--- src/rtl/ddr3_fmt_pkg.sv ---
// Package: request kinds, width selects and strobe patterns shared by
// the formatter and its sub-blocks. Assumes the standard DDR3 strobe set.
package ddr3_fmt_pkg;

    typedef enum logic [2:0] {
        K_IDLE = 3'd0,
        K_ACT  = 3'd1,
        K_RD   = 3'd2,
        K_WR   = 3'd3,
        K_PRE  = 3'd4,
        K_PREA = 3'd5,
        K_MRS  = 3'd6,
        K_REF  = 3'd7
    } req_kind_e;

    typedef enum logic [1:0] {
        ORG_X4  = 2'd0,
        ORG_X8  = 2'd1,
        ORG_X16 = 2'd2,
        ORG_X16B = 2'd3
    } org_e;

    typedef struct packed {
        logic cs_n;
        logic ras_n;
        logic cas_n;
        logic we_n;
    } strobes_t;

    localparam strobes_t STB_DESEL = 4'b1111;
    localparam strobes_t STB_ACT   = 4'b0011;
    localparam strobes_t STB_RD    = 4'b0101;
    localparam strobes_t STB_WR    = 4'b0100;
    localparam strobes_t STB_PRE   = 4'b0010;
    localparam strobes_t STB_MRS   = 4'b0000;
    localparam strobes_t STB_REF   = 4'b0001;

endpackage

--- src/rtl/ddr3_addr_split.sv ---
// Cuts a flat address into row, bank and column by device width.
// Assumes layout {row, bank, column}, column widest on x4 (COL_W bits),
// one bit narrower on x8/x16, row one bit narrower on x16.
module ddr3_addr_split
    import ddr3_fmt_pkg::*;
#(
    parameter int ROW_W  = 15,
    parameter int BANK_W = 3,
    parameter int COL_W  = 11
) (
    input  logic [COL_W+BANK_W+ROW_W-1:0] addr,
    input  logic [1:0]                    org,
    output logic [ROW_W-1:0]              row,
    output logic [BANK_W-1:0]             bank,
    output logic [COL_W-1:0]              col
);
    localparam int NCOL_W = COL_W - 1;

    // Field select: wide-column cut for x4, narrow cut otherwise.
    always_comb begin
        if (org_e'(org) == ORG_X4) begin
            col  = addr[COL_W-1:0];
            bank = addr[COL_W +: BANK_W];
            row  = addr[COL_W+BANK_W +: ROW_W];
        end else begin
            col  = {1'b0, addr[NCOL_W-1:0]};
            bank = addr[NCOL_W +: BANK_W];
            row  = addr[NCOL_W+BANK_W +: ROW_W];
            if (org[1]) row[ROW_W-1] = 1'b0;
        end
    end
endmodule

--- src/rtl/ddr3_row_tracker.sv ---
// Open-row table: one valid bit and row per bank. Activate sets, single
// close clears one bank, close-all clears every bank. Query is combinational
// and reflects state before the current edge's update.
module ddr3_row_tracker #(
    parameter int ROW_W  = 15,
    parameter int BANK_W = 3
) (
    input  logic              clk,
    input  logic              rst_n,
    input  logic              set_row,
    input  logic              close_one,
    input  logic              close_all,
    input  logic [BANK_W-1:0] bank,
    input  logic [ROW_W-1:0]  row,
    output logic              is_open,
    output logic              is_hit
);
    localparam int NUM_BANKS = 1 << BANK_W;

    logic [NUM_BANKS-1:0] vld_vec;
    logic [ROW_W-1:0]     row_tab [NUM_BANKS];

    for (genvar b = 0; b < NUM_BANKS; b++) begin : g_bank
        logic             v_q;
        logic [ROW_W-1:0] r_q;
        logic             sel;
        assign sel = (bank == BANK_W'(b));

        // Per-bank state update on open and close events.
        always_ff @(posedge clk) begin
            if (!rst_n) begin
                v_q <= 1'b0;
                r_q <= '0;
            end else if (set_row && sel) begin
                v_q <= 1'b1;
                r_q <= row;
            end else if (close_all || (close_one && sel)) begin
                v_q <= 1'b0;
            end
        end
        assign vld_vec[b] = v_q;
        assign row_tab[b] = r_q;
    end

    // Lookup of the addressed bank.
    always_comb begin
        is_open = vld_vec[bank];
        is_hit  = vld_vec[bank] && (row_tab[bank] == row);
    end
endmodule

--- src/rtl/ddr3_cmd_encode.sv ---
// Builds the next strobe, bank and address pin values for one request.
// Assumes pin roles: a[COL_W-1] auto-precharge/all-banks, a[COL_W] top
// column bit on x4, a[COL_W+1] burst length select.
module ddr3_cmd_encode
    import ddr3_fmt_pkg::*;
#(
    parameter int ROW_W  = 15,
    parameter int BANK_W = 3,
    parameter int COL_W  = 11
) (
    input  logic                          fire,
    input  logic [2:0]                    kind,
    input  logic [1:0]                    org,
    input  logic [COL_W+BANK_W+ROW_W-1:0] raw,
    input  logic [ROW_W-1:0]              row,
    input  logic [BANK_W-1:0]             bank,
    input  logic [COL_W-1:0]              col,
    input  logic                          ap,
    input  logic                          bl8,
    output strobes_t                      stb,
    output logic [BANK_W-1:0]             ba_n,
    output logic [ROW_W-1:0]              a_n
);
    localparam int AP_BIT  = COL_W - 1;
    localparam int HI_BIT  = COL_W;
    localparam int BC_BIT  = COL_W + 1;
    localparam int LOW_COL = COL_W - 1;

    // Command decode to pin values; anything not accepted is deselect.
    always_comb begin
        stb  = STB_DESEL;
        ba_n = '0;
        a_n  = '0;
        if (fire) begin
            case (req_kind_e'(kind))
                K_ACT: begin
                    stb  = STB_ACT;
                    ba_n = bank;
                    a_n  = row;
                end
                K_RD, K_WR: begin
                    stb  = (req_kind_e'(kind) == K_RD) ? STB_RD : STB_WR;
                    ba_n = bank;
                    a_n[LOW_COL-1:0] = col[LOW_COL-1:0];
                    a_n[HI_BIT]  = (org_e'(org) == ORG_X4) ? col[COL_W-1] : 1'b0;
                    a_n[AP_BIT]  = ap;
                    a_n[BC_BIT]  = bl8;
                end
                K_PRE: begin
                    stb  = STB_PRE;
                    ba_n = bank;
                end
                K_PREA: begin
                    stb  = STB_PRE;
                    a_n[AP_BIT] = 1'b1;
                end
                K_MRS: begin
                    stb  = STB_MRS;
                    ba_n = BANK_W'(raw[ROW_W +: 2]);
                    a_n  = raw[ROW_W-1:0];
                end
                K_REF:   stb = STB_REF;
                default: stb = STB_DESEL;
            endcase
        end
    end
endmodule

--- src/rtl/ddr3_cmd_fmt.sv ---
// Top: accepts one request per clock, splits its address, updates the
// open-row table and registers the command bus. Assumes a single rank and
// that timing between commands is enforced upstream.
module ddr3_cmd_fmt
    import ddr3_fmt_pkg::*;
#(
    parameter int ROW_W  = 15,
    parameter int BANK_W = 3,
    parameter int COL_W  = 11
) (
    input  logic                          clk,
    input  logic                          rst_n,
    input  logic                          req_valid,
    output logic                          req_ready,
    input  logic [2:0]                    req_kind,
    input  logic [COL_W+BANK_W+ROW_W-1:0] req_addr,
    input  logic                          req_ap,
    input  logic                          req_bl8,
    input  logic [1:0]                    org_sel,
    output logic                          cs_n,
    output logic                          ras_n,
    output logic                          cas_n,
    output logic                          we_n,
    output logic [BANK_W-1:0]             ba,
    output logic [ROW_W-1:0]              a,
    output logic                          bank_open,
    output logic                          row_hit
);
    logic              fire;
    logic [ROW_W-1:0]  f_row;
    logic [BANK_W-1:0] f_bank;
    logic [COL_W-1:0]  f_col;
    strobes_t          stb_n;
    strobes_t          stb_q;
    logic [BANK_W-1:0] ba_n;
    logic [ROW_W-1:0]  a_n;
    logic              is_act, is_pre, is_prea, is_apcol;

    assign fire    = req_valid && req_ready;
    assign is_act  = fire && (req_kind_e'(req_kind) == K_ACT);
    assign is_pre  = fire && (req_kind_e'(req_kind) == K_PRE);
    assign is_prea = fire && (req_kind_e'(req_kind) == K_PREA);
    assign is_apcol = fire && req_ap &&
                      ((req_kind_e'(req_kind) == K_RD) || (req_kind_e'(req_kind) == K_WR));

    ddr3_addr_split #(.ROW_W(ROW_W), .BANK_W(BANK_W), .COL_W(COL_W)) u_split (
        .addr(req_addr), .org(org_sel), .row(f_row), .bank(f_bank), .col(f_col)
    );

    ddr3_row_tracker #(.ROW_W(ROW_W), .BANK_W(BANK_W)) u_track (
        .clk(clk), .rst_n(rst_n),
        .set_row(is_act), .close_one(is_pre || is_apcol), .close_all(is_prea),
        .bank(f_bank), .row(f_row),
        .is_open(bank_open), .is_hit(row_hit)
    );

    ddr3_cmd_encode #(.ROW_W(ROW_W), .BANK_W(BANK_W), .COL_W(COL_W)) u_enc (
        .fire(fire), .kind(req_kind), .org(org_sel), .raw(req_addr),
        .row(f_row), .bank(f_bank), .col(f_col), .ap(req_ap), .bl8(req_bl8),
        .stb(stb_n), .ba_n(ba_n), .a_n(a_n)
    );

    // Ready rises one edge after reset is released.
    always_ff @(posedge clk) begin
        if (!rst_n) req_ready <= 1'b0;
        else        req_ready <= 1'b1;
    end

    // Command bus output register.
    always_ff @(posedge clk) begin
        if (!rst_n) begin
            stb_q <= STB_DESEL;
            ba    <= '0;
            a     <= '0;
        end else begin
            stb_q <= stb_n;
            ba    <= ba_n;
            a     <= a_n;
        end
    end

    assign cs_n  = stb_q.cs_n;
    assign ras_n = stb_q.ras_n;
    assign cas_n = stb_q.cas_n;
    assign we_n  = stb_q.we_n;
endmodule

--- config.mk ---
export PLATFORM = sky130hd
export DESIGN_NAME = ddr3_cmd_fmt
export DESIGN_NICKNAME = d
export VERILOG_FILES = /design/src/rtl/ddr3_fmt_pkg.sv /design/src/rtl/ddr3_addr_split.sv /design/src/rtl/ddr3_row_tracker.sv /design/src/rtl/ddr3_cmd_encode.sv /design/src/rtl/ddr3_cmd_fmt.sv
export SDC_FILE = /design/constraint.sdc
export NUM_CORES = 1
export LEC_CHECK = 0
export BUFFER_PORTS_ARGS = -buffer_cell sky130_fd_sc_hd__buf_2
export CORE_MARGIN = 1
export CORE_UTILIZATION = 54
export CTS_CLUSTER_DIAMETER = 40
export DETAILED_ROUTE_END_ITERATION = 6
export MAX_ROUTING_LAYER = met4
export PLACE_DENSITY = 0.75
export SYNTH_ARGS = -nofsm -noshare
export SYNTH_HDL_FRONTEND = slang
export SYNTH_SLANG_ARGS = --single-unit
--- constraint.sdc ---
create_clock -name clk -period 2.3 [get_ports clk]
set_input_delay 0.23 -clock clk [delete_from_list [all_inputs] [get_ports clk]]
set_output_delay 0.23 -clock clk [all_outputs]
set_load 0.005 [all_outputs]
==> key figures, run 1 <==
Outcome
  – Status: complete, but fails checks
  – Failing checks: DRC, setup timing

Run
  – MaxCap Viol Count: 0

Yosys
  – Synth Warn #: 0
  – Synth async-reset ratio: 0%
  – Syn Nets: 817
  – Post-Syn Area: 7020 sq um
  – Count of different cell masters after synthesis: 55
  – EDFF count, synth: 0
  – Sequential share of the synthesized area: 43.1%
  – Synthesized area per cell: 9.02 sq um
  – Synth Flop Type: dfxtp_1
  – Post-Syn Instances: 778
  – Yosys reg bits: 151

Critical path
  – CP max stage delay: 0.42 ns
  – Critical Path RT: 2.07 ns
  – Crit path max fanout: 5
  – Buf/Inv on CP: 4
  – Kind of end point of the critical path: output port
  – Worst reg2reg path depth: 7
  – Data arrival, critical path: 2.66 ns
  – Reg2reg start: req_ready
  – CP Class: in -> out
  – R2r setup slk: 0.34 ns
  – CP Depth: 12
  – Top Family by Delay on Critical Path: simple AND/OR/NAND/NOR gates
  – Cell chain of the critical path: buf_8 > or3_4 > mux2_4 > buf_4 > buf_16 > o221ai_1 > o22ai_1 > a21oi_2 > xnor2_1 > nand2_1 > nor4_4 > buf_2
  – CP Launch Type: primary input
  – Reg2reg end: u_track.g_bank[4].r_q[2]
  – Slowest stage cell, crit path: or3_4

Worst hold path
  – Hold endpoint: a[6]
  – Hold_sp: req_addr[6]
  – Hold crit path type: in -> reg
  – Hold Path Stages: 3

Clocking
  – CTS tree: done
  – Clk sinks: 151
  – Clk root buf: clkbuf_16
  – Clock transition at path regs: 0.06 ns
  – Clock Tree Buf Depth: 2
  – Clk Latency, worst-skew pair: 0.43 ns
  – H-tree lvl count: 4
  – Total CTS buffers: 17

STA
  – Final Skew: 0.00677 ns
  – Final critical-path share of the clock period: 126%
  – WHS: 0.0662 ns
  – Final WS setup: -0.593 ns
  – Max-slew violation count: 0
  – Hold Fails Final Rpt: 0
  – Rel. slew slack: 63.1%
  – Fin crit period: 2.89 ns
  – RSZ-0062 raised after global routing: yes
  – Finish-stage setup viols: 1
  – Max Freq: 0.346 GHz
  – Slew @ Worst Pin: 0.554 ns

Global route
  – Gr ovfl total: 0
  – Largest net degree at the start of global routing: 129
  – First-pass GRT wire length: 34000 microns
  – Total GRT Usage: 34.7%
  – Antenna violations before repair: 1
  – Vias in the first global route: 6499

Cells and area
  – Nets@finish: 947
  – Synth-to-layout area growth: 32.7%
  – Final cell count without fillers: 1094
  – Fraction of layout cells with a size suffix above 1: 30.6%
  – Cell area after layout: 9310 sq um

Placement
  – Pre-CTS WS: -0.770 ns
  – Post-DP HPWL: 14600 microns
  – Placed inst area: 8070 sq um
  – Dpl cells: 1036
  – RePlAce Congestion: 0.982
  – Number of I/O port buffers: 63

Drt
  – Via/cell ratio: 6.39
  – DRC viols: 4
  – Via count: 6990
  – Router iterations before antenna repair: 7
  – DR top layer: met4
  – Antenna Violating Nets Remaining: 0
  – Met1 WL: 9230 microns
  – Final wirelength: 23300 microns
  – Initial DRC count: 847
  – Routed length on met3: 2010 microns
  – Wire per inst: 21.3 microns
  – Routed length on met2: 11000 microns

Floorplan
  – Rows: 41
  – Core area: 12700 sq um
  – Die span in y: 116 microns
  – Initial cell density of the core: 55.4%
  – Die area: 13500 sq um
  – I/O pins: 64
  – Die width: 116 microns

Power
  – Leak Pwr: 4.95 nW
  – Max IR drop VDD: 0.000501 V
  – Pwr per Cell Area: 700 nW/um^2
[registers in the layout, summed over array words and instances, names as in the netlist]
signal              cells
a                      15
req_ready               1
cas_n                   1
u_track.g_bank.r_q    120
we_n                    1
u_track.g_bank.v_q      8
cs_n                    1
ras_n                   1
ba                      3
[cell usage after synthesis, types with 3 or more instances]
cell type	number	area share [%]
a21oi_1	17	1.2
o211a_1	112	16
clkbuf_1	45	2.4
o311a_1	8	1.1
a21o_1	4	0.43
o22ai_1	41	3.7
nor4_1	5	0.45
mux2i_1	28	4.0
buf_6	5	0.80
nor2_1	43	2.3
a22oi_1	13	1.4
dfxtp_1	151	43
xnor2_1	8	1.0
and3_1	4	0.36
nand2_1	140	7.5
o221ai_1	5	0.62
nor3_1	32	2.3
nor2b_1	11	0.98
nand3_1	7	0.50
buf_2	23	1.6
o21ai_0	21	1.5
o21a_1	12	1.3
buf_4	3	0.32
[cell usage in the layout (no fill, tap or decap), types with 3 or more instances in the layout]
master      Yosys  final
and3_1          4      3
nor3_2          0      9
a21oi_1        17     14
clkbuf_16       0     17
o21ai_1         0      3
buf_6           5     11
xnor2_1         8      7
o22ai_1        41     28
nor2b_1        11     11
o221ai_1        5      4
buf_12          0     10
o21a_1         12     12
buf_8           0      4
a22oi_1        13     11
o21ai_0        21     18
nor3_1         32     23
o211a_1       112    112
o311a_1         8      8
mux2i_1        28     25
clkinvlp_4      0      6
dfxtp_1       151    151
buf_2          23     57
o22ai_2         1     12
bufinv_16       0      3
buf_4           3    105
nand2_1       140    140
nor2_1         43     33
nand3_1         7      6
a21o_1          4      3
nor2_2          0      8
nor4_1          5      4
[cells by family after synthesis]
| kind of cell | Yosys count | synth area share [%] |
|---|---|---|
| AOI/OAI and AO/OA | 249 | 29.5 |
| xor gates and xnor gates | 10 | 1.25 |
| buffers and inverters | 79 | 5.33 |
| DFF | 151 | 43.1 |
| muxes | 31 | 4.53 |
| and+or+nand+nor | 258 | 16.3 |
[worst register-to-register path, cell delays in order (launching register included)]
cell     delay [ns]
dfxtp_1        0.39
nand3_1        0.11
nor3_1         0.33
nand2_1        0.25
nor2_2         0.34
buf_4          0.25
nand2_1        0.07
o211a_1        0.12
[metrics by stage]
step	setup TNS (ns)	util, %	power (mW)
final	-0.593	73.5	6.52
after global routing	-0.706	73.5	6.69
after CTS	-0.605	71.4	6.43
after detailed placement	-7.58	63.7	3.49
after global placement	-5.47	63.7	3.47
after floorplan	-0.104	-	3.16
[worst max-delay path by stage]
stage	from	end	slack, ns
2_1_floorplan	org_sel[0]	row_hit	-0.10
3_3_place_gp	org_sel[0]	row_hit	-0.64
3_5_place_dp	org_sel[0]	row_hit	-0.77
4_1_cts	org_sel[1]	row_hit	-0.61
5_1_grt	req_addr[12]	row_hit	-0.66
6_report	req_addr[12]	row_hit	-0.59
[per-layer routing]
| layer | track usage [%] | vias up |
|---|---|---|
| li1 | - | 3133 |
| met1 | 40.6 | 3392 |
| met2 | 54.7 | 382 |
| met3 | 8.47 | 83 |
| met4 | 18.7 | 0 |
| met5 | - | - |
[where the power goes]
part / total, mW / internal [mW] / switching [mW]
clock: 2.88 / 1.76 / 1.12
sequential: 2.64 / 2.63 / 0.00963
combinational: 0.998 / 0.441 / 0.557
total: 6.52 / 4.84 / 1.68
[final cells by class]
| cell class | instances | area [sq um] |
|---|---|---|
| diodes | 1 | 2.50 |
| clock buffers | 21 | 460 |
| clock inverters | 11 | 149 |
| fillers | 864 | 3360 |
| inverters | 1 | 3.75 |
| multi-input cells | 548 | 3960 |
| flip-flops and latches | 151 | 3020 |
| well taps | 172 | 215 |
| repair buffers | 189 | 1500 |
[what timing repair did]
action                                 4_1_cts  5_1_grt
setup endpoints to repair                    2        2
gates cloned                                 1        0
setup buffers                               11       15
hold buffers                                 1        0
gates resized for setup                     44       36
pin swaps                                   12       22
endpoints found under the hold margin        1        0
No activity file was read; power rests on OpenSTA's default activity.
==> run 2: changes to the inputs <==
CAP_MARGIN = 20   (was default)
CELL_PAD_IN_SITES_DETAIL_PLACEMENT = 0   (was default)
CELL_PAD_IN_SITES_GLOBAL_PLACEMENT = 2   (was default)
CORE_UTILIZATION = 33   (was 54)
PLACE_DENSITY = 0.74   (was 0.75)
==> run 2 against run 1 <==
  * The run ends with setup timing left
  * Critical path depth unchanged
  * Flip-flop and latch count unchanged
  * Via count down 5.9%
  * Register-to-register slack worse by 0.15 ns
  * Cell count up 7.3%
  * Routed wire length up 0.77%
  * Clock skew about the same
  * Sequential power about the same
  * Critical path type unchanged
==> key figures, run 2 (same netlist as run 1, synthesis figures left out) <==
Placement
  – Number of I/O port buffers: 63
  – RePlAce Congestion: 0.879
  – Placed inst area: 8310 sq um
  – Post-DP HPWL: 16200 microns
  – Pre-CTS WS: -0.875 ns
  – Dpl cells: 1141

Global route
  – First-pass GRT wire length: 36100 microns
  – Vias in the first global route: 6442
  – Gr ovfl total: 0
  – Largest net degree at the start of global routing: 131
  – Antenna violations before repair: 0
  – Total GRT Usage: 22.5%

Drt
  – Via/cell ratio: 5.60
  – Router iterations before antenna repair: 5
  – Antenna Violating Nets Remaining: 0
  – DRC viols: 0
  – Final wirelength: 23400 microns
  – Via count: 6576
  – Wire per inst: 20.0 microns
  – Initial DRC count: 520

Clocking
  – Clock transition at path regs: 0.06 ns
  – Total CTS buffers: 17
  – Clk Latency, worst-skew pair: 0.43 ns
  – CTS Hold Bufs: 0
  – Clk root buf: clkbuf_16
  – H-tree lvl count: 4
  – Clk sinks: 151
  – Clock Tree Buf Depth: 2
  – CTS tree: done

Cells and area
  – Cell area after layout: 9130 sq um
  – Max reg flops: 120
  – Most common cell after layout, fill and taps aside: dfxtp_1
  – Fillcell total: 2068
  – Synth-to-layout area growth: 30.1%
  – Nets@finish: 931
  – Fraction of layout cells with a size suffix above 1: 27.4%
  – Top reg by flops: u_track.g_bank.r_q
  – Most frequent cells in the layout: dfxtp_1, nand2_1, o211a_1, buf_4, buf_2
  – ANT cells: 0
  – Biggest regs: u_track.g_bank.r_q x120, a x15, u_track.g_bank.v_q x8
  – Final cell count without fillers: 1174

STA
  – RSZ-0062 raised after global routing: yes
  – Rel. slew slack: 59.9%
  – Final critical-path share of the clock period: 128%
  – Finish-stage setup viols: 1
  – Fin crit period: 2.95 ns
  – Max-slew violation count: 0
  – Max Freq: 0.339 GHz
  – Final Skew: 0.00726 ns
  – Slew @ Worst Pin: 0.602 ns
  – WHS: 0.0468 ns
  – Final WS setup: -0.647 ns
  – Hold Fails Final Rpt: 0

Critical path
  – Data arrival, critical path: 2.72 ns
  – Critical Path RT: 2.07 ns
  – Kind of end point of the critical path: output port
  – R2r setup slk: 0.19 ns
  – Crit path max fanout: 5
  – Reg2reg end: u_track.g_bank[6].r_q[14]
  – CP Launch Type: primary input
  – Worst setup endpoint: row_hit
  – CP Class: in -> out
  – Reg2reg start: req_ready
  – Crit. Startpoint: req_addr[12]
  – Worst reg2reg path depth: 7

Power
  – Max IR drop VDD: 0.000389 V
  – Final Total Pwr: 6.51 mW
  – Leak Pwr: 4.83 nW
  – Pwr per Cell Area: 713 nW/um^2

Floorplan
  – Rows: 52
  – Die area: 21900 sq um
  – Core area: 20600 sq um
  – Die width: 148 microns
  – Initial cell density of the core: 34.1%
  – I/O pins: 64
  – Die span in y: 148 microns

Worst hold path
  – Hold_sp: req_addr[6]
  – Hold crit path type: in -> reg

Outcome
  – Failing checks: setup timing
  – Status: complete, but fails checks

Run
  – MaxCap Viol Count: 0
## run 2: worst max-delay path, stage by stage
cell and delay, ns:
buf_6 0.09, or3_4 0.41, mux2_4 0.33, buf_12 0.16
o22ai_4 0.17, nor3_2 0.07, o21a_1 0.21, a2111oi_4 0.39
nand4_1 0.15, nor4_2 0.23, buf_4 0.16, buf_6 0.09
## run 2: cell type report
cell class / instances / area (sq um) / share of cell area (%)
Sequential cell: 151 / 3020 / 33.1
Multi-Input combinational cell: 548 / 3800 / 41.6
Tap cell: 270 / 338 / 3.70
Clock inverter: 12 / 178 / 1.95
Timing Repair Buffer: 173 / 1350 / 14.8
Inverter: 1 / 3.75 / 0.0411
Clock buffer: 19 / 443 / 4.85
## run 2: through the flow
| stage | util, % | setup TNS [ns] |
|---|---|---|
| 3_3_place_gp | 40.4 | -2.04 |
| 5_1_grt | 44.4 | -0.778 |
| 3_5_place_dp | 40.4 | -3.85 |
| 2_1_floorplan | - | -0.104 |
| 4_1_cts | 43.6 | -0.619 |
| 6_report | 44.4 | -0.647 |
## run 2: how the worst min path moves through the flow
stage	endpoint	cells past startpoint
2_1_floorplan	req_ready	0
3_3_place_gp	u_track.g_bank[3].r_q[2]	1
3_5_place_dp	u_track.g_bank[0].r_q[2]	1
4_1_cts	a[6]	3
5_1_grt	a[6]	3
6_report	a[6]	3
## run 2: power breakdown
group | switching [mW] | internal [mW]
sequential | 0.00893 | 2.63
combinational | 0.523 | 0.379
clock | 1.13 | 1.84
total | 1.66 | 4.85
## run 2: timing repair
| action | in CTS | in global routing |
|---|---|---|
| buffers inserted | 0 | 1 |
| resized for setup | 10 | 26 |
| endpoints found under the setup margin | 2 | 2 |
| gates cloned | 0 | 1 |
| pin swaps | 1 | 11 |
## run 2: layer usage
| metal | vias to the layer above | part of all wire, % | track usage, % |
|---|---|---|---|
| met2 | 221 | 46 | 35.2 |
| met5 | - | 0 | - |
| li1 | 3104 | - | - |
| met1 | 3226 | 47 | 28.8 |
| met4 | 0 | 1.5 | 6.49 |
| met3 | 25 | 6.4 | 5.25 |
